[src/rtl/wpt_pkg.sv]
package wpt_pkg;
  localparam int CTRL_W = 9;
  localparam int LANES  = 4;

  // control field positions
  localparam int C_EN    = 0;
  localparam int C_PRIV  = 1;
  localparam int C_USER  = 2;
  localparam int C_LOAD  = 3;
  localparam int C_STORE = 4;
  localparam int C_LANE0 = 5;

  typedef enum logic [1:0] {
    SZ_BYTE = 2'd0,
    SZ_HALF = 2'd1,
    SZ_WORD = 2'd2,
    SZ_WRD2 = 2'd3
  } acc_size_e;
endpackage

[src/rtl/wpt_lane_decode.sv]
module wpt_lane_decode
  import wpt_pkg::*;
(
  input  logic [1:0]       offs,
  input  logic [1:0]       size,
  output logic [LANES-1:0] lanes
);
  logic [LANES-1:0] base;

  always_comb begin
    unique case (acc_size_e'(size))
      SZ_BYTE: base = 4'b0001;
      SZ_HALF: base = 4'b0011;
      default: base = 4'b1111;
    endcase
    lanes = (size[1]) ? 4'b1111 : (base << offs);
  end
endmodule

[src/rtl/wpt_unit.sv]
module wpt_unit
  import wpt_pkg::*;
(
  input  logic              clk,
  input  logic              rst_n,
  input  logic              wr_val,
  input  logic              wr_ctrl,
  input  logic [31:0]       wdata,
  input  logic [31:2]       acc_word,
  input  logic [LANES-1:0]  acc_lanes,
  input  logic              acc_write,
  input  logic              acc_priv,
  output logic [31:2]       val_q,
  output logic [CTRL_W-1:0] ctrl_q,
  output logic              enabled,
  output logic              match
);
  logic priv_ok, type_ok, lane_ok, addr_ok;

  always_ff @(posedge clk or negedge rst_n) begin
    if (!rst_n) begin
      val_q  <= '0;
      ctrl_q <= '0;
    end else begin
      if (wr_val)  val_q  <= wdata[31:2];
      if (wr_ctrl) ctrl_q <= wdata[CTRL_W-1:0];
    end
  end

  always_comb begin
    priv_ok = acc_priv  ? ctrl_q[C_PRIV]  : ctrl_q[C_USER];
    type_ok = acc_write ? ctrl_q[C_STORE] : ctrl_q[C_LOAD];
    lane_ok = |(ctrl_q[C_LANE0 +: LANES] & acc_lanes);
    addr_ok = (val_q == acc_word);
    enabled = ctrl_q[C_EN];
    match   = enabled & priv_ok & type_ok & lane_ok & addr_ok;
  end

  // a register written nothing since reset stays zero right after reset
  p_reset_clear_r7: assert property (@(posedge clk) disable iff (!rst_n)
    ($rose(rst_n) && !$past(wr_ctrl)) |-> ctrl_q == '0);
endmodule

[src/rtl/wpt_prio.sv]
module wpt_prio #(
  parameter int N    = 4,
  parameter int IDXW = 2
) (
  input  logic [N-1:0]    req,
  output logic            any,
  output logic [IDXW-1:0] idx,
  output logic [N-1:0]    grant
);
  always_comb begin
    any   = 1'b0;
    idx   = '0;
    grant = '0;
    for (int i = N-1; i >= 0; i--) begin
      if (req[i]) begin
        idx   = IDXW'(i);
        grant = N'(1) << i;
        any   = 1'b1;
      end
    end
  end
endmodule

[src/rtl/wpt_bank.sv]
module wpt_bank
  import wpt_pkg::*;
#(
  parameter int NUM_WP = 4,
  parameter int NUM_BP = 6,
  localparam int IDXW = (NUM_WP > 1) ? $clog2(NUM_WP) : 1
) (
  input  logic            clk,
  input  logic            rst_n,
  input  logic            wr_en,
  input  logic [4:0]      wr_idx,
  input  logic            wr_sel,
  input  logic [31:0]     wr_data,
  input  logic [4:0]      rd_idx,
  input  logic            rd_sel,
  output logic [31:0]     rd_data,
  output logic [31:0]     id_word,
  input  logic            acc_valid,
  output logic            acc_ready,
  input  logic [31:0]     acc_addr,
  input  logic [1:0]      acc_size,
  input  logic            acc_write,
  input  logic            acc_priv,
  output logic            hit_valid,
  output logic [IDXW-1:0] hit_idx
);
  localparam int WP_BASE = 16;

  logic [LANES-1:0]  lanes;
  logic [NUM_WP-1:0] match_vec, en_vec, grant;
  logic [31:2]       val_arr  [NUM_WP];
  logic [CTRL_W-1:0] ctrl_arr [NUM_WP];
  logic              any_match;
  logic [IDXW-1:0]   win_idx;

  assign acc_ready = 1'b1;
  assign id_word   = {4'(NUM_WP-1), 4'(NUM_BP-1), 24'd0};

  wpt_lane_decode u_lanes (
    .offs  (acc_addr[1:0]),
    .size  (acc_size),
    .lanes (lanes)
  );

  for (genvar g = 0; g < NUM_WP; g++) begin : g_unit
    logic sel_here;
    assign sel_here = wr_en && (wr_idx == 5'(WP_BASE + g));
    wpt_unit u_unit (
      .clk       (clk),
      .rst_n     (rst_n),
      .wr_val    (sel_here && !wr_sel),
      .wr_ctrl   (sel_here && wr_sel),
      .wdata     (wr_data),
      .acc_word  (acc_addr[31:2]),
      .acc_lanes (lanes),
      .acc_write (acc_write),
      .acc_priv  (acc_priv),
      .val_q     (val_arr[g]),
      .ctrl_q    (ctrl_arr[g]),
      .enabled   (en_vec[g]),
      .match     (match_vec[g])
    );
  end

  wpt_prio #(.N(NUM_WP), .IDXW(IDXW)) u_prio (
    .req   (match_vec),
    .any   (any_match),
    .idx   (win_idx),
    .grant (grant)
  );

  always_comb begin
    rd_data = '0;
    for (int i = 0; i < NUM_WP; i++) begin
      if (rd_idx == 5'(WP_BASE + i))
        rd_data = rd_sel ? {{(32-CTRL_W){1'b0}}, ctrl_arr[i]} : {val_arr[i], 2'b00};
    end
  end

  always_ff @(posedge clk or negedge rst_n) begin
    if (!rst_n) begin
      hit_valid <= 1'b0;
      hit_idx   <= '0;
    end else begin
      hit_valid <= acc_valid && any_match;
      hit_idx   <= (acc_valid && any_match) ? win_idx : '0;
    end
  end

  // a hit only follows an accepted access
  p_hit_after_access_r8: assert property (@(posedge clk) disable iff (!rst_n)
    hit_valid |-> $past(acc_valid));
  // idle result carries index zero
  p_idle_index_zero_r8: assert property (@(posedge clk) disable iff (!rst_n)
    !hit_valid |-> hit_idx == '0);
  // a reported hit came from an enabled, matching unit
  p_hit_from_enabled_r1: assert property (@(posedge clk) disable iff (!rst_n)
    hit_valid |-> ($past(en_vec & match_vec) != '0));
  // the winner is a single unit
  p_single_winner_r9: assert property (@(posedge clk) disable iff (!rst_n)
    $onehot0(grant));
endmodule

[config.mk]
export PLATFORM = sky130hd
export DESIGN_NAME = wpt_bank
export DESIGN_NICKNAME = d
export VERILOG_FILES = /design/src/rtl/wpt_pkg.sv /design/src/rtl/wpt_lane_decode.sv /design/src/rtl/wpt_unit.sv /design/src/rtl/wpt_prio.sv /design/src/rtl/wpt_bank.sv
export SDC_FILE = /design/constraint.sdc
export NUM_CORES = 1
export LEC_CHECK = 0
export BUFFER_PORTS_ARGS = -buffer_cell sky130_fd_sc_hd__buf_2
export CORE_ASPECT_RATIO = 0.6
export CORE_MARGIN = 5
export CORE_UTILIZATION = 45
export CTS_CLUSTER_SIZE = 24
export DETAILED_ROUTE_END_ITERATION = 16
export PLACE_DENSITY = 0.69
export RECOVER_POWER = 100
export REMOVE_ABC_BUFFERS = 1
export SYNTH_ARGS = -nofsm -noshare
export SYNTH_HDL_FRONTEND = slang
export SYNTH_SLANG_ARGS = --single-unit
[constraint.sdc]
create_clock -name clk -period 1.6 [get_ports clk]
set_clock_uncertainty 0.05 [all_clocks]
set_input_delay 0.08 -clock clk [delete_from_list [all_inputs] [get_ports clk]]
set_output_delay 0.08 -clock clk [all_outputs]
set_load 0.01 [all_outputs]
---- Word-level counts from Yosys, hierarchy flattened ----
Cells that the tools add are included.
word-level totals
  register bits after elaboration ......... 159
  input port bits ......................... 84
cells by class
  reduce and logical (&&, ||, !) cells .... 19
  eq/ne operators ......................... 13
  mux-type cells .......................... 27
  shifts and indexed selects .............. 1
  bitwise operators ....................... 20
operator list
  kind                  number
  $mux W32              8
  $eq A30 B30 Y1        4
  $eq A5 B5 Y1 const B  8
  $and A1 B1 Y1         16
  $and A4 B4 Y4         4
  $reduce_or A4 Y1      4
  $logic_and A1 B1 Y1   13
  $mux W1               12
  $mux W2               5
  $pmux W4 S2           1
  $mux W4               1
  $shl A4 B2 Y4         1
  $eq A2 B1 Y1 const B  1
  $logic_not A2 Y1      1
  $logic_not A1 Y1      1

---- Depth between registers and ports, before layout ----
Gate-level depths: netlist of the first run.
  depth in word-level cells ............... 14
  depth in mapped cells ................... 7

---- Modules after synthesis ----
From an unflattened synthesis of the first run, not the netlist that was laid out.
unflattened totals
  cell total of the unflattened synthesis .. 785
  area total of the unflattened synthesis .. 9208.8 um2
modules (own cells, without submodules)
  module           area an instance (um2)  sequential area each (um2)  instances  cells each
  wpt_unit         1820.5                  975.9                       4          130
  wpt_bank         1816.7                  75.1                        1          245
  wpt_prio         61.3                    0.0                         1          11
  wpt_lane_decode  48.8                    0.0                         1          9

---- Least setup slack after synthesis of the first run ----
OpenSTA, ideal clock, no wires.
  path type ............................... reg2reg
  from .................................... register g_unit[1].u_unit.val_q[9] in the netlist's numbering
  to ...................................... register hit_idx[1]
  slack ................................... 0.070 ns
  buffers on the path ..................... 0
  library setup time ...................... 0.122 ns
  cell stages (with the launch flop) ...... 7
  period minus slack after synthesis ...... 1.530 ns
  arrival time ............................ 1.358 ns
  cells stage by stage .................... dfrtp_1 -> xor2_1 -> nor4_1 -> nand3_1 -> nor4_2 -> nand3_1 -> o2111a_1
between the ends
  longest elaborated chain between the ends .. 6
ends and longest elaborated chain
  what                    RTL line        text
  from (decl)             wpt_unit.sv:13  output logic [31:2] val_q,
  from (signal assigned)  wpt_unit.sv:25  if (wr_val) val_q <= wdata[31:2];
  $eq A30 B30 Y1 *        wpt_unit.sv:34  addr_ok = (val_q == acc_word);
  $and A1 B1 Y1 *         wpt_unit.sv:36  match = enabled & priv_ok & type_ok & lane_ok & addr_ok;
  $mux W1 (2 in series)   wpt_prio.sv:15  if (req[i]) begin
  $logic_and A1 B1 Y1     wpt_bank.sv:86  hit_idx <= (acc_valid && any_match) ? win_idx : '0;
  $mux W2 *               wpt_bank.sv:86
  to (signal assigned)    wpt_bank.sv:86
  to (decl)               wpt_bank.sv:25  output logic [IDXW-1:0] hit_idx
Mark *: on every way between the ends. The rest lies on a longest branch, timed or not.
A chain may end at the register's enable or synchronous reset.

---- Worst setup path after layout of the first run ----
  from .................................... register g_unit[0].u_unit.val_q[6] in the netlist's numbering
  to ...................................... output rd_data[6]
between the ends
  longest elaborated chain between the ends .. 5
ends and longest elaborated chain
  what                    RTL line        text
  from (decl)             wpt_unit.sv:13
  from (signal assigned)  wpt_unit.sv:25
  $mux W32                wpt_bank.sv:76  rd_data = rd_sel ? {{(32-CTRL_W){1'b0}}, ctrl_arr[i]} : {val_arr[i], 2'b00};
  $mux W32 (4 in series)  wpt_bank.sv:75  if (rd_idx == 5'(WP_BASE + i))
  to (decl)               wpt_bank.sv:16  output logic [31:0] rd_data,
No other way between the ends.

==> results of run 1 <==
[cell families (layout without fill, tap and decap cells)]
family / after synthesis / in the layout / share of synthesized area [%]
AO/OA/AOI/OAI: 122 / 122 / 8.883
XOR/XNOR: 120 / 120 / 11.37
buffers and inverters: 99 / 412 / 5.863
flip-flops: 159 / 159 / 43.06
multiplexers: 185 / 185 / 23.02
other: 2 / 33 / 0.08128
AND/OR/NAND/NOR: 131 / 131 / 7.718
[worst paths after layout]
kind / startpoint / endpoint / slack (ns) / depth (start not counted)
setup / recovery: g_unit[0].u_unit.val_q[6] / rd_data[6] / -0.49 / 5
hold / removal: acc_addr[30] / hit_idx[0] / 0.26 / 7
setup reg to reg: g_unit[0].u_unit.val_q[6] / hit_idx[1] / -0.40 / 10
hold reg to reg: g_unit[3].u_unit.ctrl_q[2] / g_unit[3].u_unit.ctrl_q[2] / 0.49 / 1
max in group asynchronous: rst_n / g_unit[2].u_unit.val_q[22] / 0.13 / 3
min in group asynchronous: rst_n / g_unit[3].u_unit.ctrl_q[1] / 0.44 / 2
[placed cells by master, fill, tap and decap left out, drive strengths merged, types with 2 or more instances in the layout]
master	netlist	routed
o21bai	2	2
nand4	23	23
inv	2	2
o21ai	39	39
and3	3	3
buf	68	326
a22oi	28	28
xor2	32	32
a21o	3	3
and2	2	2
clkbuf	29	40
o211a	2	2
conb	2	33
nand2	14	14
nor2b	2	2
clkinv	0	6
a221oi	6	6
mux2i	10	10
nor2	27	27
nor3b	2	2
clkinvlp	0	4
dfrtp	159	159
xnor2	88	88
mux4	5	5
dlygate4sd3	0	34
nor3	6	6
mux2	170	170
a21oi	8	8
nand3b	2	2
nor4	13	13
nand3	32	32
o211ai	26	26
[final cells by class]
| type | count | area share (%) |
|---|---|---|
| Sequential cell | 159 | 30.39 |
| Clock inverter | 10 | 0.4873 |
| Tap cell | 273 | 2.609 |
| Clock buffer | 22 | 3.622 |
| Inverter | 2 | 0.05733 |
| Multi-Input combinational cell | 591 | 39.52 |
| Timing Repair Buffer | 378 | 23.32 |
[flip-flops by register name (all words and copies together) (netlist names)]
register and count:
g_unit.u_unit.val_q 120, g_unit.u_unit.ctrl_q 36, hit_idx 2, hit_valid 1
[through the flow]
stage          std cells  area (µm²)  total power [µW]  util [%]
6_report            1435       13090             12110     65.08
3_5_place_dp        1346       11580              7858     57.56
3_3_place_gp        1346       11580              7776     57.56
4_1_cts             1430       13090             12010     65.08
2_1_floorplan        752        8822              6201         -
5_1_grt             1435       13090             12610     65.08
[layer usage]
layer	global-route usage, %	vias to the layer above	wire length [µm]
met1	38.30	3990	14510
met2	40.14	369	13880
met3	10.43	42	3564
met4	6.408	4	462
met5	0	-	31
li1	-	3569	-
[power by group]
part           total, µW  switching, µW  internal (µW)
combinational       3300           1470           1830
clock               3810           1710           2100
sequential          5010            457           4550
total              12100           3640           8470
[what timing repair did]
action / 4_1_cts / 5_1_grt
setup buffers: 17 / 4
pin swaps: 55 / 21
setup endpoints to repair: 34 / 35
resized for setup: 114 / 18
hold buffers: 34 / 0
endpoints found under the hold margin: 287 / 0
cloned: 3 / 2
[worst register-to-register path, cell delays in order (launching register included)]
cell	delay, ns
dfrtp_1	0.39
buf_4	0.14
buf_4	0.13
buf_6	0.11
xnor2_2	0.11
buf_4	0.15
nand4_1	0.11
nor4_2	0.17
buf_4	0.15
nand3_2	0.09
o2111a_1	0.27
==> flow_summary.toml, run 1 <==
[outcome]
status = "complete, but fails checks"
violations = "setup timing"

[sta]
final.period_utilization_pct = 130.7
worst_slew_pin_slew_ns = 1.285
post-route-min-period_ns = 2.091
relSlewSlack_pct = 14.34
hold_viol = 0
setup_ws_ns = -0.4910
slew_violations = 0
hold_slack_ns = 0.2610
rsz0062_at_grt = "true"
final.setup.tns_ns = -4.221
fmax_ghz = 0.4782
finalSetupViolCount = 27

[logic_synthesis]
synth-seq-cells = 159
async_reset_ff_share_pct = 100.0
synth_most_common_cell = "mux2_2"
ys_types = 50
synth_top_area_share_pct = 43.06
yosys_warnings = 0
ys_top_cells_by_area = "dfrtp_1, mux2_2, xnor2_1"
synth_area_per_cell_um2 = 11.30
synthFlopType = "dfrtp_1"
yosys-top-cells-count = "mux2_2, dfrtp_1, xnor2_1"
synth_area_um2 = 9240
synth_edf_count = 0
yosys.area.top_type = "dfrtp_1"
synthCells = 818
synth.yosys.seq_area_share_pct = 43.06

[worst_setup_path]
crit_path_start_kind = "flip-flop"
path_class = "reg2out"
cp_top_family = "multiplexers"
crit_fanout = 2
crit_arrival_ns = 1.96
cp_num_buf_inv = 2
worstPathCellList = "buf_6 > mux4_2 > a221oi_4 > a21oi_2 > buf_2"
critPathMaxStageDelay_ns = 0.49
required_ns = 1.47
cp_slowest_cell = "mux4_2"
end_kind = "output pin"

[die]
die_h_um = 121.0
die_area_um2 = 23590
io_pins = 152
fp.dieW_um = 195.0
core-area_um2 = 20120
fp-row-count = 40
start_util_pct = 45.93

[grt]
antenna_found_initial = 2
overflow = 0
grt_pass1_vias = 8234
grt.total_usage_pct = 27.31
grt_pass1_wl_mm = 49.09
grt_start_max_net_pins = 50

[cts]
cts-root-buf = "clkbuf_16"
cts_tree = "yes"
clockBufferDepth = 2
htree_levels = 4
clk_latency_ns = 0.43
numCtsBuffers = 17
clk_pin_slew_ns = 0.06
cts_sinks = 159

[cells_and_area]
layout-drive-gt1-share_pct = 51.29
multi_input_area_um2 = 5175
diodes = 0
fillerInstances = 1544
syn_to_final_growth_pct = 41.71
fin_nets = 1233
layout.area.seq_um2 = 3979

[pwr]
powerDensity_nw_per_um2 = 925.1
ir_drop_uv = 794.6
leakagePower_uw = 0.006125

[placed_design]
gp_congestion = 0.9141
place.detailed.hpwl_mm = 22.52
numPortBuffers = 118
place_ws_ns = -0.3488

[detailed_routing]
drc = 0
wl_mm = 32.45
antenna_left = 0
drt_pass1_iterations = 5
via_per_inst = 5.557
drtIter0Drc = 613
wl_per_cell_um = 22.62
via_count = 7974

[hold_path]
hold_path.class = "in2reg"

[flow_run]
drv_cap = 0
Power figures use the tool's default switching activity.
==> run 2: changes to the inputs <==
--- a/config.mk
+++ b/config.mk
@@ -10,6 +10,6 @@
 export CORE_MARGIN = 5
-export CORE_UTILIZATION = 45
+export CORE_UTILIZATION = 52
 export CTS_CLUSTER_SIZE = 24
 export DETAILED_ROUTE_END_ITERATION = 16
-export PLACE_DENSITY = 0.69
+export PLACE_DENSITY = 0.77
 export RECOVER_POWER = 100
--- a/constraint.sdc
+++ b/constraint.sdc
@@ -4,2 +4,2 @@
 set_output_delay 0.08 -clock clk [all_outputs]
-set_load 0.01 [all_outputs]
+set_load 0.005 [all_outputs]
==> flow_summary.toml, run 2 (same netlist as run 1, synthesis figures left out) <==
[placed_design]
gp_congestion = 0.9566
numPortBuffers = 118
place.detailed.hpwl_mm = 20.96
numPlacedInstances = 1239

[sta]
relSlewSlack_pct = 48.12
post-route-min-period_ns = 1.952
slew_violations = 0
fmax_ghz = 0.5123
setup_ws_ns = -0.3520
worst_slew_pin_slew_ns = 0.7783
hold_slack_ns = 0.1927
hold_viol = 0
rsz0062_at_grt = "true"
finalSetupViolCount = 35
final.period_utilization_pct = 122.0

[die]
io_pins = 152
die_area_um2 = 20620
fp-row-count = 37
core-area_um2 = 17270
fp.dieW_um = 182.1
die_h_um = 113.3
start_util_pct = 53.51

[worst_setup_path]
reg2regPathDepth = 7
crit_fanout = 2
rr_endpoint = "hit_idx[1]"
reg2reg_from = "g_unit[2].u_unit.val_q[17]"
path_class = "reg2reg"
crit_arrival_ns = 2.27
end_kind = "flip-flop"
required_ns = 1.91
r2r_setup_slack_ns = -0.35
crit_path_start_kind = "flip-flop"

[hold_path]
hold_end = "g_unit[3].u_unit.ctrl_q[1]"
worstHoldPathCells = 4
hold_path.class = "in2reg"
holdCritStartpoint = "wr_sel"

[outcome]
status = "complete, but fails checks"
violations = "setup timing"

[cts]
clk_latency_ns = 0.44
htree_levels = 4
clk_pin_slew_ns = 0.07
clockBufferDepth = 2
cts-root-buf = "clkbuf_16"
numCtsBuffers = 17
cts_tree = "yes"
cts_sinks = 159

[grt]
use_met1_pct = 42.87
overflow = 0
grt_pass1_vias = 8272
grt_pass1_wl_mm = 48.71
antenna_found_initial = 1
grtUsageMet3_pct = 11.05
met2_usage_pct = 46.04
grt_start_max_net_pins = 54
top_usage_layer = "met2"
grt.total_usage_pct = 30.82

[pwr]
powerDensity_nw_per_um2 = 966.7
leakagePower_uw = 0.005914
p_total_uw = 12320
ir_drop_uv = 689.5

[cells_and_area]
final_common_cell = "mux2_2"
largest_register = "g_unit.u_unit.val_q"
layout-drive-gt1-share_pct = 48.87
largest_register_ffs = 120
stdcell_count = 1344
syn_to_final_growth_pct = 37.93
final_cell_mix = "mux2_2, dfrtp_1, buf_2"
reg_top3 = "g_unit.u_unit.val_q (120), g_unit.u_unit.ctrl_q (36), hit_idx (2)"
fin_nets = 1180

[detailed_routing]
via_per_inst = 6.185
antenna_left = 0
drt_pass1_iterations = 5
via_count = 8312
drc = 0
wl_mm = 33.59
wl_per_cell_um = 24.99
drtIter0Drc = 1075

[flow_run]
drv_cap = 0
run 2: cell type report:
cell class / instances / area, µm²
multi-input cells: 591 / 5207
fillers: 1103 / 4523
flip-flops and latches: 159 / 3979
repair buffers: 325 / 2660
clock buffers: 20 / 436.7
well taps: 234 / 292.8
clock inverters: 12 / 158.9
inverters: 2 / 7.507
diodes: 1 / 2.502
run 2: where the power goes:
group	switching, µW	leakage, µW	internal, µW
sequential	500	0.00211	4550
combinational	1420	0.00352	1610
clock	1770	0.000285	2470
total	3690	0.00591	8630
run 2: timing repair:
| item | in CTS | in global routing |
|---|---|---|
| hold buffers | 34 | 0 |
| buffers inserted | 19 | 17 |
| gates cloned | 4 | 2 |
| resized for setup | 95 | 40 |
| endpoints found under the hold margin | 262 | 0 |
| setup endpoints to repair | 33 | 35 |
| pin swaps | 53 | 34 |
run 2: how the worst max path moves through the flow:
stage | end | slack [ns] | from
6_report | hit_idx[1] | -0.35 | g_unit[2].u_unit.val_q[17]
5_1_grt | rd_data[8] | -0.43 | g_unit[1].u_unit.val_q[8]
4_1_cts | rd_data[8] | -0.35 | g_unit[1].u_unit.val_q[8]
3_5_place_dp | hit_idx[1] | -0.25 | g_unit[1].u_unit.val_q[9]
3_3_place_gp | hit_idx[1] | -0.19 | g_unit[1].u_unit.val_q[9]
2_1_floorplan | rd_data[10] | -1.78 | rd_idx[3]
run 2: metrics by stage:
step	worst slack, ns	area, µm²	utilization [%]	setup TNS, ns
global placement	-0.1947	10950	63.39	-2.795
floorplan	-1.776	8822	-	-132.97
finish	-0.3520	12740	73.81	-4.755
global route	-0.4282	12740	73.81	-8.509
CTS	-0.3502	12490	72.33	-3.044
detailed placement	-0.2527	10950	63.39	-6.316
run 2: worst max-delay path: stages, from the launching register on:
cell	delay, ns
dfrtp_1	0.39
buf_4	0.14
xnor2_1	0.20
nand2_1	0.09
nor4_1	0.31
nand4_1	0.27
o21ai_2	0.24
o2111a_1	0.19
run 2: routing by layer:
layer / up-vias / routed length, µm
li1: 3452 / -
met1: 4155 / 13470
met2: 599 / 14580
met3: 106 / 4476
met4: 0 / 1071
met5: - / 0
==> run 3: changes to the inputs <==
CELL_PAD_IN_SITES_DETAIL_PLACEMENT = 0   (was not set)
CELL_PAD_IN_SITES_GLOBAL_PLACEMENT = 1   (was not set)
CORE_UTILIZATION = 41   (was 52)
PLACE_DENSITY = not set   (was 0.77)
PLACE_DENSITY_LB_ADDON = 0.1   (was not set)
==> flow_summary.toml, run 3 (same netlist as run 1, synthesis figures left out) <==
[cts]
clockBufferDepth = 2
cts-root-buf = "clkbuf_16"
htree_levels = 4
cts_tree = "yes"
numCtsBuffers = 17
clk_latency_ns = 0.43
cts_sinks = 159
clk_pin_slew_ns = 0.06

[pwr]
p_sw_uw = 3544
intPower_uw = 9434
ir_drop_uv = 765.7
leakagePower_uw = 0.005969
seqPwrFrac_pct = 38.9
p_clk_share_pct = 37.7
powerDensity_nw_per_um2 = 1007
p_comb_share_pct = 23.4
swShare_pct = 27.31

[sta]
final.period_utilization_pct = 123.2
rsz0062_at_grt = "true"
finalSetupViolCount = 30
hold_slack_ns = 0.1694
relSlewSlack_pct = 16.08
slew_violations = 0
hold_viol = 0
worst_slew_pin_slew_ns = 1.259
post-route-min-period_ns = 1.972
fmax_ghz = 0.5071
setup_ws_ns = -0.3718

[worst_setup_path]
end_kind = "output pin"
reg2regPathDepth = 6
crit_arrival_ns = 1.84
path_class = "reg2out"
reg2reg_from = "g_unit[1].u_unit.val_q[19]"
crit_path_start_kind = "flip-flop"
r2r_setup_slack_ns = -0.25
rr_endpoint = "hit_idx[1]"
crit_end = "rd_data[7]"
crit_fanout = 2
required_ns = 1.47
crit_path_start = "g_unit[0].u_unit.ctrl_q[7]"

[cells_and_area]
fin_nets = 1189
fin_area_um2 = 12890
largest_register_ffs = 120
reg_top3 = "g_unit.u_unit.val_q (120), g_unit.u_unit.ctrl_q (36), hit_idx (2)"
final_cell_mix = "mux2_2, dfrtp_1, buf_4"
syn_to_final_growth_pct = 39.47
layout-drive-gt1-share_pct = 50.18
fin_util_pct = 58.25
fillerInstances = 1873
largest_register = "g_unit.u_unit.val_q"
stdcell_count = 1426
diodes = 0
final_common_cell = "mux2_2"

[flow_run]
drv_cap = 0

[grt]
grt_pass1_wl_mm = 49.87
antenna_found_initial = 0
grt.total_usage_pct = 25.70
grt_pass1_vias = 8088
overflow = 0
grt_start_max_net_pins = 51

[die]
die_h_um = 126.3
io_pins = 152
fp.dieW_um = 203.8
core-area_um2 = 22120
start_util_pct = 41.77
fp-row-count = 42
die_area_um2 = 25740

[detailed_routing]
wl_per_cell_um = 23.11
via_count = 7712
drtIter0Drc = 579
drt_pass1_iterations = 5
wl_mm = 32.96
drc = 0
antenna_left = 0
via_per_inst = 5.408

[outcome]
violations = "setup timing"
status = "complete, but fails checks"

[placed_design]
numPortBuffers = 118
place.detailed.hpwl_mm = 23.58
place_ws_ns = -0.3830
gp_congestion = 0.8482
placed_area_um2 = 11270
numPlacedInstances = 1341

[hold_path]
hold_path.class = "in2reg"
worstHoldPathCells = 4
-- run 3: cell types whose count changed in the layout (fill, tap and decap cells not counted), moves of 3 or more --
cell       before  now
buf_16          5    2
buf_2         110  114
buf_4         109  126
bufinv_16       3    7
clkbuf_1       10    5
clkbuf_4        9    6
clkbuf_8        0    3
inv_6           3    0
xnor2_1        81   78
xnor2_2         7   10
-- run 3: worst min path at each step --
stage	startpoint	end	slack, ns
after floorplan	rst_n	g_unit[0].u_unit.ctrl_q[0]	-0.27
after global placement	rst_n	g_unit[3].u_unit.ctrl_q[5]	-0.006
after detailed placement	rst_n	g_unit[3].u_unit.val_q[4]	0.006
after CTS	rst_n	g_unit[3].u_unit.ctrl_q[7]	0.11
after global routing	wr_idx[0]	g_unit[3].u_unit.ctrl_q[2]	0.20
final	wr_idx[0]	g_unit[3].u_unit.ctrl_q[2]	0.17
-- run 3: power by group through the flow --
stage,clock network [µW],registers [µW],logic (µW)
final,4890,5050,3040
after global placement,0,5040,2620
after floorplan,0,4960,1210
after CTS,4940,5030,2980
after global routing,5110,5110,3250
after detailed placement,0,5070,2670
-- run 3: layout make-up --
class	count	area [µm²]	area share, %
clock buffers	22	474.2	3.680
inverters	2	7.507	0.05825
multi-input cells	591	5197	40.33
clock inverters	10	230.2	1.786
flip-flops and latches	159	3980	30.88
well taps	308	385.4	2.990
repair buffers	334	2613	20.27
-- run 3: worst max-delay path, cell delays in order, from the launching register on --
cell and delay [ns]:
dfrtp_1 0.40, buf_6 0.12, mux4_2 0.45, a221oi_2 0.25, a21oi_1 0.06, buf_2 0.13
-- run 3: what timing repair did --
item | in CTS | in global routing
gates cloned | 3 | 0
pin swaps | 60 | 40
hold buffers | 34 | 0
gates resized for setup | 102 | 26
setup endpoints to repair | 33 | 35
endpoints found under the hold margin | 318 | 0
setup buffers | 19 | 3
-- run 3: metal layers --
layer	share of wire [%]	up-vias	wire (µm)	global-route usage (%)
met4	1.3	0	420	5.945
met5	0	-	0	0
met1	49	3968	16050	38.79
li1	-	3471	-	-
met3	6.1	33	2001	5.242
met2	44	240	14490	38.04
-- run 3: stage by stage --
| step | power (µW) | TNS, ns |
|---|---|---|
| 3_5_place_dp | 7745 | -8.490 |
| 3_3_place_gp | 7655 | -5.896 |
| 4_1_cts | 12950 | -3.941 |
| 5_1_grt | 13470 | -8.898 |
| 2_1_floorplan | 6176 | -132.97 |
| 6_report | 12980 | -3.771 |
